$ cat src/rtl/spi_rx_pkg.sv
package spi_rx_pkg;
  localparam int CHAR_W = 8;

  typedef enum logic [1:0] {
    ST_OFF    = 2'd0,
    ST_IDLE   = 2'd1,
    ST_SHIFT  = 2'd2,
    ST_HANDLE = 2'd3
  } rx_state_t;
endpackage

$ cat src/rtl/spi_rx_sync.sv
module spi_rx_sync #(
  parameter int STAGES = 2
) (
  input  logic clk,
  input  logic rst,
  input  logic sclk_in,
  input  logic sdi_in,
  input  logic ssel_n_in,
  output logic sclk_rise,
  output logic sdi_q,
  output logic ssel_n_q
);
  // bit 2 = serial clock, bit 1 = data, bit 0 = select (reset to inactive)
  localparam logic [2:0] PIN_RESET = 3'b001;

  logic [2:0] pipe [STAGES];
  logic       sclk_prev;

  always_ff @(posedge clk) begin
    if (rst) pipe[0] <= PIN_RESET;
    else     pipe[0] <= {sclk_in, sdi_in, ssel_n_in};
  end

  genvar g;
  generate
    for (g = 1; g < STAGES; g++) begin : g_stage
      always_ff @(posedge clk) begin
        if (rst) pipe[g] <= PIN_RESET;
        else     pipe[g] <= pipe[g-1];
      end
    end
  endgenerate

  always_ff @(posedge clk) begin
    if (rst) sclk_prev <= 1'b0;
    else     sclk_prev <= pipe[STAGES-1][2];
  end

  assign sclk_rise = pipe[STAGES-1][2] & ~sclk_prev;
  assign sdi_q     = pipe[STAGES-1][1];
  assign ssel_n_q  = pipe[STAGES-1][0];
endmodule

$ cat src/rtl/spi_rx_ctrl.sv
module spi_rx_ctrl
  import spi_rx_pkg::*;
#(
  parameter int W = CHAR_W,
  localparam int CNT_W = $clog2(W + 1)
) (
  input  logic             clk,
  input  logic             rst,
  input  logic             soft_rst,
  input  logic             rx_en,
  input  logic             sclk_rise,
  input  logic             ssel_n_q,
  output logic             shift_en,
  output logic             done,
  output rx_state_t        state,
  output logic [CNT_W-1:0] bit_cnt
);
  localparam logic [CNT_W-1:0] LAST = CNT_W'(W - 1);

  logic edge_ok;
  assign edge_ok  = sclk_rise & ~ssel_n_q;
  assign shift_en = edge_ok & ((state == ST_IDLE && rx_en) || state == ST_SHIFT);
  assign done     = shift_en && state == ST_SHIFT && bit_cnt == LAST;

  always_ff @(posedge clk) begin
    if (rst || soft_rst) begin
      state   <= ST_OFF;
      bit_cnt <= '0;
    end else begin
      case (state)
        ST_OFF: if (rx_en) state <= ST_IDLE;
        ST_IDLE: begin
          if (!rx_en) state <= ST_OFF;
          else if (shift_en) begin
            state   <= ST_SHIFT;
            bit_cnt <= CNT_W'(1);
          end
        end
        ST_SHIFT: begin
          if (done) begin
            state   <= ST_HANDLE;
            bit_cnt <= '0;
          end else if (shift_en) begin
            bit_cnt <= bit_cnt + CNT_W'(1);
          end
        end
        default: state <= rx_en ? ST_IDLE : ST_OFF;
      endcase
    end
  end
endmodule

$ cat src/rtl/spi_rx_buffer.sv
module spi_rx_buffer #(
  parameter int W = 8
) (
  input  logic         clk,
  input  logic         rst,
  input  logic         soft_rst,
  input  logic         shift_en,
  input  logic         done,
  input  logic         sdi_q,
  input  logic         rd_strobe,
  output logic [W-1:0] rx_data,
  output logic         rx_flag
);
  logic [W-2:0] shreg;

  always_ff @(posedge clk) begin
    if (rst) shreg <= '0;
    else if (shift_en) shreg <= {shreg[W-3:0], sdi_q};
  end

  always_ff @(posedge clk) begin
    if (rst) begin
      rx_data <= '0;
      rx_flag <= 1'b0;
    end else if (soft_rst) begin
      rx_flag <= 1'b0;
    end else begin
      if (done) rx_data <= {shreg, sdi_q};
      if (done)           rx_flag <= 1'b1;
      else if (rd_strobe) rx_flag <= 1'b0;
    end
  end
endmodule

$ cat src/rtl/spi_rx_gate.sv
module spi_rx_gate
  import spi_rx_pkg::*;
#(
  parameter int W          = CHAR_W,
  parameter int SYNC_DEPTH = 2,
  localparam int CNT_W     = $clog2(W + 1)
) (
  input  logic         clk,
  input  logic         rst,
  input  logic         soft_rst,
  input  logic         rx_en,
  input  logic         sclk_in,
  input  logic         sdi_in,
  input  logic         ssel_n_in,
  input  logic         rd_strobe,
  output logic [W-1:0] rx_data,
  output logic         rx_flag
);
  logic             sclk_rise, sdi_q, ssel_n_q, shift_en, done;
  rx_state_t        state;
  logic [CNT_W-1:0] bit_cnt;

  spi_rx_sync #(.STAGES(SYNC_DEPTH)) i_sync (
    .clk(clk), .rst(rst), .sclk_in(sclk_in), .sdi_in(sdi_in),
    .ssel_n_in(ssel_n_in), .sclk_rise(sclk_rise), .sdi_q(sdi_q),
    .ssel_n_q(ssel_n_q)
  );

  spi_rx_ctrl #(.W(W)) i_ctrl (
    .clk(clk), .rst(rst), .soft_rst(soft_rst), .rx_en(rx_en),
    .sclk_rise(sclk_rise), .ssel_n_q(ssel_n_q), .shift_en(shift_en),
    .done(done), .state(state), .bit_cnt(bit_cnt)
  );

  spi_rx_buffer #(.W(W)) i_buf (
    .clk(clk), .rst(rst), .soft_rst(soft_rst), .shift_en(shift_en),
    .done(done), .sdi_q(sdi_q), .rd_strobe(rd_strobe),
    .rx_data(rx_data), .rx_flag(rx_flag)
  );
endmodule

$ cat config.mk
export PLATFORM = sky130hd
export DESIGN_NAME = spi_rx_gate
export DESIGN_NICKNAME = d
export VERILOG_FILES = /design/src/rtl/spi_rx_pkg.sv /design/src/rtl/spi_rx_sync.sv /design/src/rtl/spi_rx_ctrl.sv /design/src/rtl/spi_rx_buffer.sv /design/src/rtl/spi_rx_gate.sv
export SDC_FILE = /design/constraint.sdc
export NUM_CORES = 1
export LEC_CHECK = 0
export ABC_CLOCK_PERIOD_IN_PS = 4100
export CAP_MARGIN = 20
export CORE_ASPECT_RATIO = 0.8
export CORE_MARGIN = 10
export CORE_UTILIZATION = 51
export DETAILED_ROUTE_END_ITERATION = 6
export PLACE_DENSITY = 0.78
export SLEW_MARGIN = 20
export SYNTH_ARGS = -nofsm -noshare
export SYNTH_HDL_FRONTEND = slang
export SYNTH_SLANG_ARGS = --single-unit
$ cat constraint.sdc
create_clock -name clk -period 4.1 [get_ports clk]
set_clock_uncertainty 0.1 [all_clocks]
set_input_delay 0.615 -clock clk [delete_from_list [all_inputs] [get_ports clk]]
set_output_delay 0.615 -clock clk [all_outputs]
set_load 0.02 [all_outputs]
; Yosys cells after proc, flatten, opt, wreduce, memory -nomap -nowiden
; Memories as Yosys holds them, arrays and structs flattened.
; Index checks and enable logic that the tools add are counted.
[op_classes]
bitwise = 8
mux = 18
addsub = 1
shifts = 0
div = 0
n_eq_ne = 9
n_reduce_logical = 12
multipliers = 0
n_lt_le_gt_ge = 0
[op_table]
columns = operator, count
row1 = 4-bit two-way mux, 4
row2 = 2-bit two-way mux, 4
row3 = 4-bit case mux with 2 select lines, 1
row4 = 1-bit two-way mux, 6
row5 = 3-bit two-way mux, 2
row6 = "2-bit inequality test, second input constant", 3
row7 = "3-bit by 2-bit inequality test with 1-bit output, second input constant", 2
row8 = 2-bit case mux with 3 select lines, 1
row9 = "4-bit by 1-bit adder with 4-bit output, second input constant", 1
row10 = "4-bit by 3-bit equality test with 1-bit output, second input constant", 1
row11 = 4-bit AND reduction, 1
row12 = 2-bit nonzero test, 2
row13 = 1-bit bitwise AND, 3
row14 = 1-bit logical AND, 3
row15 = 1-bit inverter, 3
row16 = 3-bit AND reduction, 1
row17 = "2-bit by 1-bit equality test with 1-bit output, second input constant", 1
row18 = "2-bit equality test, second input constant", 1
row19 = 2-bit zero test, 1
row20 = 1-bit logical OR, 2
row21 = "2-bit by 1-bit inequality test with 1-bit output, second input constant", 1
row22 = 1-bit bitwise OR, 2
row23 = 2-bit AND reduction, 1
row24 = 2-bit OR reduction, 1
[totals]
input_bits = 8
regBits = 23
latch_bits = 0
output_inout_bits = 9
rom_bits = 0
n_memories = 1
ramBits = 6
[mem_list]
columns = name, depth, word_bits, rd, rd_ports_with_merged_regs, wr, line
row1 = i_sync.pipe, 2, 3, 2, 0, 2, spi_rx_sync.sv:16  ; logic [2:0] pipe [STAGES];

; Longest topological paths before layout
; Gate-level depths: netlist of run 1.
[depth]
ltp_word = 8
ltp_mapped = 5

; Modules after synthesis
; From an unflattened synthesis of run 1, not the netlist that was laid out.
[hier_totals]
cells_unflattened = 113
hier_area_um2 = 1199.9
[modules_own_cells]
columns = mod, n_inst, area_each_um2, cells_each, seq_area_each_um2
row1 = spi_rx_buffer, 1, 668.1, 61, 320.3
row2 = spi_rx_ctrl, 1, 341.6, 37, 120.1
row3 = spi_rx_sync, 1, 190.2, 15, 140.1

; Worst setup path before layout of run 1
; No wires, ideal clock.
[synth_timing]
path_type = reg-to-reg
startpoint = memory i_sync.pipe[1][0]
endpoint = register i_buf.rx_data[2]
synth_period_minus_slack_ns = 1.847
setup_ns = 0.128
stages_incl_launch_ff = 6
n_path_buf = 1
setup_slack_ns = 2.253
t_arrival_ns = 1.620
path_cell_list = dfxtp_1 > or3b_1 > buf_2 > nor4_4 > mux2i_1 > nor2_1
[synth_rtl]
columns = element, line
row1 = start: declaration, spi_rx_sync.sv:16
row2 = end signal: assignment, spi_rx_buffer.sv:28  ; if (done) rx_data <= {shreg, sdi_q};
row3 = end: declaration, spi_rx_buffer.sv:11  ; output logic [W-1:0] rx_data,

==> results by group, run 1 <==
Die
  – Die area: 0.00437 mm²
  – Die extent in y: 61.2 µm
  – Starting Density: 55.5%
  – Core area: 0.00194 mm²
  – Overall die width: 71.4 µm
  – IO Pins: 17
  – Row cnt: 14

Routing
  – Via count: 820
  – Drt drc: 0
  – Initial DRC Count: 114
  – Final wirelength: 2060 µm
  – Drt first pass iters: 5
  – Routed Antenna Nets: 0
  – Vias per cell: 5.43
  – Routed WL per cell: 13.6 µm

Pwr
  – Share of power burned in registers: 57.8%
  – Cell Pwr Density: 375 mW/mm²
  – Switch Pwr: 0.103 mW
  – Clk pwr share: 39.0%
  – Combinational power share: 3.2%
  – Leakage: 0.517 nW
  – Maximum VDD drop: 0.264 mV
  – Cell-internal power: 0.393 mW
  – Sw Share: 20.7%

Place
  – Final HPWL DP: 1440 µm
  – Final Wtd Congestion: 0.689
  – I/O Buffers: 16

Critical path
  – WP buf/inv: 0
  – Critical Path End: i_buf.rx_data[2]
  – Critical Path AT: 2170 ps
  – Number of stages on the worst setup path: 4
  – CP peak stage delay: 700 ps
  – Critical path fanouts, max: 8
  – Worst setup path startpoint: i_sync.pipe[1][2]
  – Critical path class: flip-flop to flip-flop
  – Reg2reg setup slack: 2020 ps
  – Cell breakdown of the critical path: or3b_1 > nor4_4 > mux2i_1 > nor2_1
  – Critical Path Start Type: flip-flop
  – Reg2reg path depth: 4
  – Required time worst endpoint: 4190 ps
  – Slowest-stage cell, CP: nor4_4
  – CP Capture Type: flip-flop
  – Reg-to-reg startpoint: i_sync.pipe[1][2]
  – Crit path max-delay family: simple AND/OR/NAND/NOR gates
  – R2r endpoint: i_buf.rx_data[2]

Clock network
  – Clk Latency, worst-skew pair: 320 ps
  – CTS max path bufs: 2
  – Clock-pin slew of the registers on the worst-case setup and hold paths: 90 ps
  – CTS hold repair buffers: 0
  – CTS buffer count: 5
  – CTS sink cnt: 29
  – TritonCTS clock tree: built
  – PostCTS Resize Cnt: 0
  – CTS root buf: clkbuf_4
  – Post-CTS setup buffer count: 0
  – CTS H-tree depth: 2

STA
  – Final min period: 2080 ps
  – Slew margin rel.: 51.1%
  – RSZ-0062 raised after global routing: false
  – Setup_tns: 0 ps
  – # setup viols final: 0
  – Final Hold Fails: 0
  – Fmax: 0.481 GHz
  – Slew Limit Fails: 0
  – Final Cycle Share: 50.7%
  – Worst-margin pin slew: 727 ps

Final layout
  – Commonest non-fill, non-tap cell in the layout: dfxtp_1
  – Leading cell types in the layout, fill and taps excluded: 29 x dfxtp_1, 21 x nor2_1, 16 x clkdlybuf4s50_1
  – Area growth from synthesis to layout: 22.5%
  – Share of cells above drive strength 1: 10.2%
  – Nets: 135
  – Diode count: 0
  – Core Util, Final: 68.0%

Worst hold path
  – Worst hold path type: flip-flop to flip-flop

Synth
  – Mapped cell area: 0.00108 mm²
  – Synth warn: 0
  – Largest area contributor in the netlist: dfxtp_1
  – Synth unique cells: 26
  – Sequential fraction of the synthesis area: 53.8%
  – Cell count after synthesis: 108
  – Flops & latches, synth: 29
  – Synth Area per Inst: 10.0 µm²
  – Yosys top cell area share: 53.8%
  – Syn nets: 117
  – Synth top area cells: dfxtp_1 54%, mux2i_1 14%, nor2_1 7.3%

Global route
  – Initial antenna violation count: 0
  – First-pass GRT wire length: 3550 µm
  – Vias in the first global route: 797
  – Gr ovfl total: 0
  – Largest net degree at the start of global routing: 24
  – Total Routing Usage GR: 10.5%

Run
  – Max-cap violations: 0

Outcome
  – Outcome: finished, final reports clean
==> sequential cells by signal, summed over array words and instances, names as in the netlist <==
name              cells
i_sync.pipe           6
i_buf.rx_data         8
i_ctrl.state          2
i_sync.sclk_prev      1
i_buf.rx_flag         1
i_buf.shreg           7
i_ctrl.bit_cnt        4
==> cell type report <==
class                   count  area, µm²
well taps                  24       30.0
flip-flops and latches     29        581
clock buffers               7       65.1
fillers                   147        622
clock inverters             1       5.00
repair buffers             16        160
multi-input cells          73        478
inverters                   1       3.75
==> cell usage after synthesis <==
cell type	number
a22oi_1	1
o311a_1	1
a211oi_1	1
or2_2	3
nor2_1	21
nor2b_1	6
ha_1	1
or3b_1	1
dfxtp_1	29
nand4_1	1
nor3_1	3
mux2i_1	15
nand3_1	2
nor4_4	1
clkbuf_1	3
buf_2	2
nor3b_1	1
a31oi_1	1
a21oi_1	5
nand2b_1	1
and3b_1	1
a211o_1	1
inv_1	1
nand2_1	4
nand3b_1	1
o21ai_0	1
==> logic make-up (layout without fill, tap and decap cells) <==
group	after synthesis	in the layout	synth area share (%)
AOI/OAI and AO/OA	11	11	6.49
DFF	29	29	53.8
and+or+nand+nor	46	46	22.4
muxes	15	15	13.9
buffers and inverters	6	25	2.32
adders and majority gates	1	1	1.16
==> metrics by stage <==
stage                     worst slack, ps  cells  power [mW]  area, µm²  hold slack (ps)
final                                2020    151       0.496       1320              312
after global routing                 1870    151       0.519       1320              329
after CTS                            1740    151       0.505       1320              315
after detailed placement             1390    143       0.309       1250              295
after global placement               1470    143       0.308       1250              296
after floorplan                      2250    108       0.300       1080              289
==> worst min path at each step <==
stage,start,slack [ps],cells past startpoint,endpoint
after floorplan,i_sync.pipe[0][0],290,1,i_sync.pipe[1][0]
after global placement,i_sync.pipe[0][0],300,1,i_sync.pipe[1][0]
after detailed placement,i_sync.pipe[0][0],300,1,i_sync.pipe[1][0]
after CTS,i_sync.pipe[0][0],320,1,i_sync.pipe[1][0]
after global routing,i_sync.pipe[0][0],330,1,i_sync.pipe[1][0]
final,i_sync.pipe[0][0],310,1,i_sync.pipe[1][0]
==> routing by layer <==
| layer | global-route usage (%) | part of all wire, % |
|---|---|---|
| met5 | 0 | 0 |
| met4 | 5.79 | 3.9 |
| met3 | 6.11 | 7.0 |
| met2 | 18.1 | 48 |
| met1 | 9.99 | 41 |
==> power by group through the flow <==
stage               Sequential [mW]  Clock (mW)  Combinational (mW)
floorplan                     0.292           0             0.00744
global placement              0.293           0              0.0153
detailed placement            0.293           0              0.0158
CTS                           0.286       0.202              0.0160
global route                  0.287       0.214              0.0179
finish                        0.286       0.193              0.0159
(Power assumes the default switching activity.)
==> run 2, diff against run 1 <==
- ABC_CLOCK_PERIOD_IN_PS: 4100 -> 2040
- clock period: 4.1 -> 2.04 ns (I/O delays scaled with it)
==> run 2 against run 1 <==
Against the previous run:
- die area did not move
- power up 100%
- maximum frequency up 16%
- largest power group unchanged
- setup slack lost 1800 ps
- register-to-register slack lost 1800 ps
- largest cell class unchanged
- via count is the same
- sequential share of layout area fell by 0.85 points
- final area up 2.0%
- global-route usage shrank 0.41 points
- first-iteration DRC count shrank 27%
- critical path depth up 1
- clock power increased by 100%
==> results by group, run 2 (synthesis gave the netlist of run 1 again) <==
Pwr
  – Total power: 1.00 mW
  – Cell-internal power: 0.791 mW
  – Leakage: 0.537 nW
  – Switch Pwr: 0.212 mW
  – Combinational power share: 3.3%
  – Share of power burned in registers: 57.4%
  – Sw Share: 21.1%
  – Maximum VDD drop: 0.628 mV
  – Cell Pwr Density: 744 mW/mm²
  – Clk pwr share: 39.3%

Final layout
  – Share of cells above drive strength 1: 12.2%
  – Area growth from synthesis to layout: 24.9%
  – Diode count: 0
  – Max reg flops: 8
  – Core Util, Final: 69.4%
  – Post-route cell area: 0.00135 mm²
  – Biggest regs: i_buf.rx_data (8), i_buf.shreg (7), i_sync.pipe (6)
  – Leading cell types in the layout, fill and taps excluded: 29 x dfxtp_1, 21 x nor2_1, 16 x clkdlybuf4s50_1
  – Nets: 139
  – Non-Filler Instances: 155
  – Top reg by flops: i_buf.rx_data
  – Commonest non-fill, non-tap cell in the layout: dfxtp_1

Critical path
  – Cell breakdown of the critical path: or3b_1 > nor4_4 > buf_4 > mux2i_1 > nor2_1
  – Required time worst endpoint: 2140 ps
  – CP peak stage delay: 470 ps
  – Slowest-stage cell, CP: or3b_1
  – CP Capture Type: flip-flop
  – Critical Path Start Type: flip-flop
  – Critical path fanouts, max: 8
  – Critical Path AT: 1890 ps
  – Critical path class: flip-flop to flip-flop

Die
  – Die extent in y: 61.2 µm
  – Starting Density: 55.5%
  – Overall die width: 71.4 µm
  – Row cnt: 14
  – IO Pins: 17
  – Core area: 0.00194 mm²
  – Die area: 0.00437 mm²

Routing
  – Routed WL per cell: 13.1 µm
  – DR top layer: met4
  – Met3 WL: 141 µm
  – Drt first pass iters: 4
  – Routed Antenna Nets: 0
  – Met1 WL: 871 µm
  – Via count: 820
  – Wire length on met2: 1000 µm
  – Vias per cell: 5.29
  – Initial DRC Count: 83
  – Drt drc: 0
  – Final wirelength: 2040 µm

Place
  – I/O Buffers: 16
  – Final Wtd Congestion: 0.709
  – Final HPWL DP: 1470 µm
  – # placed instances: 147
  – Setup slack after placement: 209 ps
  – Placed Instance Area: 0.00128 mm²

STA
  – Worst-margin pin slew: 388 ps
  – Final min period: 1790 ps
  – # setup viols final: 0
  – WHS: 317 ps
  – Slew Limit Fails: 0
  – Setup_tns: 0 ps
  – RSZ-0062 raised after global routing: false
  – Slew margin rel.: 74.1%
  – Final Cycle Share: 87.7%
  – Final Hold Fails: 0
  – Fmax: 0.559 GHz
  – Final worst-path setup slack: 250 ps

Clock network
  – Clk Latency, worst-skew pair: 310 ps
  – CTS buffer count: 5
  – TritonCTS clock tree: built
  – CTS sink cnt: 29
  – CTS root buf: clkbuf_4
  – Clock-pin slew of the registers on the worst-case setup and hold paths: 90 ps
  – CTS hold repair buffers: 0
  – CTS max path bufs: 2
  – Post-CTS setup buffer count: 0
  – CTS H-tree depth: 2
  – PostCTS Resize Cnt: 0

Run
  – Max-cap violations: 0

Outcome
  – Outcome: finished, final reports clean

Global route
  – Largest net degree at the start of global routing: 23
  – Gr ovfl total: 0
  – Vias in the first global route: 813
  – First-pass GRT wire length: 3480 µm
  – Total Routing Usage GR: 10.1%
  – Initial antenna violation count: 0

Worst hold path
  – Worst hold path type: flip-flop to flip-flop
## run 2: changes by cell type in the layout (fill, tap and decap cells not counted), sizes merged
cell and delta:
buf +4
## run 2: critical path, delay by kind of cell (launching register included)
kind	cells	cell delay [ps]
and+or+nand+nor	3	810
DFF	1	350
buffers and inverters	1	220
muxes	1	200
## run 2: final timing paths
check / from / end / slack (ps) / cells past startpoint
worst min-delay path: i_sync.pipe[0][0] / i_sync.pipe[1][0] / 320 / 1
worst max-delay path: i_sync.pipe[1][2] / i_buf.rx_data[3] / 250 / 5
worst max register to register: i_sync.pipe[1][2] / i_buf.rx_data[3] / 250 / 5
worst min register to register: i_sync.pipe[0][0] / i_sync.pipe[1][0] / 320 / 1
## run 2: routing by layer
| metal | vias up | GRT usage (%) |
|---|---|---|
| met5 | - | 0 |
| met4 | 0 | 8.26 |
| met3 | 2 | 5.47 |
| met2 | 14 | 16.1 |
| met1 | 389 | 9.90 |
| li1 | 415 | - |
## run 2: final cells by class
cell class | instances | area [µm²]
fillers | 141 | 596
flip-flops and latches | 29 | 581
multi-input cells | 73 | 474
repair buffers | 20 | 190
clock buffers | 7 | 65.1
well taps | 24 | 30.0
clock inverters | 1 | 5.00
inverters | 1 | 3.75
## run 2: power by group through the flow
stage / clock network [mW] / logic, mW / registers, mW
floorplan: 0 / 0.0150 / 0.588
finish: 0.394 / 0.0335 / 0.576
global placement: 0 / 0.0326 / 0.588
detailed placement: 0 / 0.0335 / 0.589
global route: 0.426 / 0.0368 / 0.576
CTS: 0.405 / 0.0336 / 0.576
==> run 3, diff against run 2 <==
- CELL_PAD_IN_SITES_DETAIL_PLACEMENT: default -> 0
- CELL_PAD_IN_SITES_GLOBAL_PLACEMENT: default -> 2
- CORE_UTILIZATION: 51 -> 32
==> run 3 against run 2 <==
Against the previous run:
- sequential power about the same
- first-iteration DRC count decreased by 36%
- setup slack got worse by 14 ps
- power increased by 21%
- highest routed layer unchanged
==> results by group, run 3 (synthesis gave the netlist of run 1 again) <==
Critical path
  – WP buf/inv: 1
  – R2r endpoint: i_buf.rx_data[3]
  – CP peak stage delay: 470 ps
  – Critical Path AT: 1870 ps
  – Required time worst endpoint: 2100 ps
  – Crit path max-delay family: simple AND/OR/NAND/NOR gates
  – Slowest-stage cell, CP: or3b_1
  – CP Capture Type: flip-flop
  – Reg-to-reg startpoint: i_sync.pipe[1][2]
  – Cell breakdown of the critical path: or3b_1 > nor4_4 > buf_4 > mux2i_1 > nor2_1
  – Reg2reg setup slack: 240 ps
  – Critical path fanouts, max: 8
  – Reg2reg path depth: 5
  – Critical path class: flip-flop to flip-flop
  – Critical Path Start Type: flip-flop

Final layout
  – Leading cell types in the layout, fill and taps excluded: 29 x dfxtp_1, 21 x nor2_1, 16 x clkdlybuf4s50_1
  – Share of cells above drive strength 1: 12.1%
  – Top reg by flops: i_buf.rx_data
  – Area growth from synthesis to layout: 31.7%
  – Biggest regs: i_buf.rx_data (8), i_buf.shreg (7), i_sync.pipe (6)
  – Commonest non-fill, non-tap cell in the layout: dfxtp_1
  – Filler instances: 302
  – Diode count: 0
  – Sequential Area: 581 µm²
  – Max reg flops: 8
  – Nets: 140
  – Multi-input gate area: 474 µm²

Global route
  – Gr ovfl total: 0
  – Initial antenna violation count: 0
  – Total Routing Usage GR: 7.25%
  – First-pass GRT wire length: 3580 µm
  – Vias in the first global route: 793
  – Largest net degree at the start of global routing: 23

Die
  – Core area: 0.00315 mm²
  – Die area: 0.00611 mm²
  – Row cnt: 18
  – Overall die width: 84.9 µm
  – IO Pins: 17
  – Starting Density: 34.2%
  – Die extent in y: 72.0 µm

Pwr
  – Total power: 1.21 mW
  – Share of power burned in registers: 47.7%
  – Combinational power share: 2.7%
  – Cell Pwr Density: 850 mW/mm²
  – Switch Pwr: 0.219 mW
  – Leakage: 0.559 nW
  – Clk pwr share: 49.6%
  – Sw Share: 18.1%
  – Cell-internal power: 0.990 mW
  – Maximum VDD drop: 0.386 mV

Clock network
  – CTS sink cnt: 29
  – PostCTS Resize Cnt: 0
  – CTS buffer count: 5
  – Post-CTS setup buffer count: 0
  – Clk Latency, worst-skew pair: 270 ps
  – CTS H-tree depth: 2
  – Clock-pin slew of the registers on the worst-case setup and hold paths: 60 ps
  – CTS root buf: clkbuf_8
  – CTS hold repair buffers: 0
  – CTS max path bufs: 2
  – TritonCTS clock tree: built

Place
  – Setup slack after placement: 182 ps
  – I/O Buffers: 16
  – Final Wtd Congestion: 0.771
  – Final HPWL DP: 1490 µm

Routing
  – Routed WL per cell: 12.0 µm
  – Drt drc: 0
  – Routed Antenna Nets: 0
  – Vias per cell: 4.62
  – Drt first pass iters: 4
  – Final wirelength: 2070 µm
  – Via count: 795
  – Initial DRC Count: 53

STA
  – Setup_tns: 0 ps
  – Final Hold Fails: 0
  – Worst-margin pin slew: 307 ps
  – Final Cycle Share: 88.4%
  – # setup viols final: 0
  – Slew Limit Fails: 0
  – Fmax: 0.554 GHz
  – Final worst-path setup slack: 236 ps
  – RSZ-0062 raised after global routing: false
  – Slew margin rel.: 79.4%
  – Final min period: 1800 ps

Run
  – Max-cap violations: 0

Worst hold path
  – Hold Crit Endpoint: i_sync.pipe[1][0]
  – Worst hold path type: flip-flop to flip-flop
  – Hold depth: 1
  – Hold wc startpoint: i_sync.pipe[0][0]

Outcome
  – Outcome: finished, final reports clean
[run 3: worst max path at each step]
stage | from | endpoint | slack, ps | cells after the start
after global routing | i_sync.pipe[1][2] | i_buf.rx_data[3] | 140 | 5
after floorplan | i_sync.pipe[1][0] | i_buf.rx_data[2] | 190 | 5
final | i_sync.pipe[1][2] | i_buf.rx_data[3] | 240 | 5
after global placement | rx_en | i_ctrl.bit_cnt[0] | 250 | 6
after detailed placement | rx_en | i_ctrl.bit_cnt[0] | 180 | 6
after CTS | i_sync.pipe[1][2] | i_buf.rx_data[3] | 250 | 5
[run 3: layout make-up]
class	instances	share of cell area (%)
clock inverters	1	2.11
inverters	1	0.264
multi-input cells	73	33.3
repair buffers	21	13.9
clock buffers	7	6.07
flip-flops and latches	29	40.8
well taps	40	3.52
[run 3: stage by stage]
stage	hold slack, ps	cell area [µm²]	util [%]	std cells
2_1_floorplan	278	1080	-	108
3_3_place_gp	293	1310	41.4	164
3_5_place_dp	296	1310	41.4	164
4_1_cts	310	1420	45.1	172
5_1_grt	323	1420	45.1	172
6_report	318	1420	45.1	172
[run 3: power groups by stage]
stage | clock, mW | sequential [mW] | combinational (mW)
2_1_floorplan | 0 | 0.588 | 0.0150
3_3_place_gp | 0 | 0.588 | 0.0331
3_5_place_dp | 0 | 0.589 | 0.0342
4_1_cts | 0.619 | 0.576 | 0.0343
5_1_grt | 0.646 | 0.577 | 0.0359
6_report | 0.600 | 0.576 | 0.0332
[run 3: per-layer routing]
layer / share of wire [%] / up-vias / GRT usage (%)
met3: 6.9 / 6 / 3.79
met4: 2.3 / 0 / 4.38
li1: - / 414 / -
met2: 45 / 18 / 10.7
met1: 46 / 357 / 8.13
met5: 0 / - / 0
[run 3: worst register-to-register path: stages, from the launching register on]
cell and delay, ps:
dfxtp_1 330, or3b_1 470, nor4_4 280, buf_4 230, mux2i_1 230, nor2_1 50
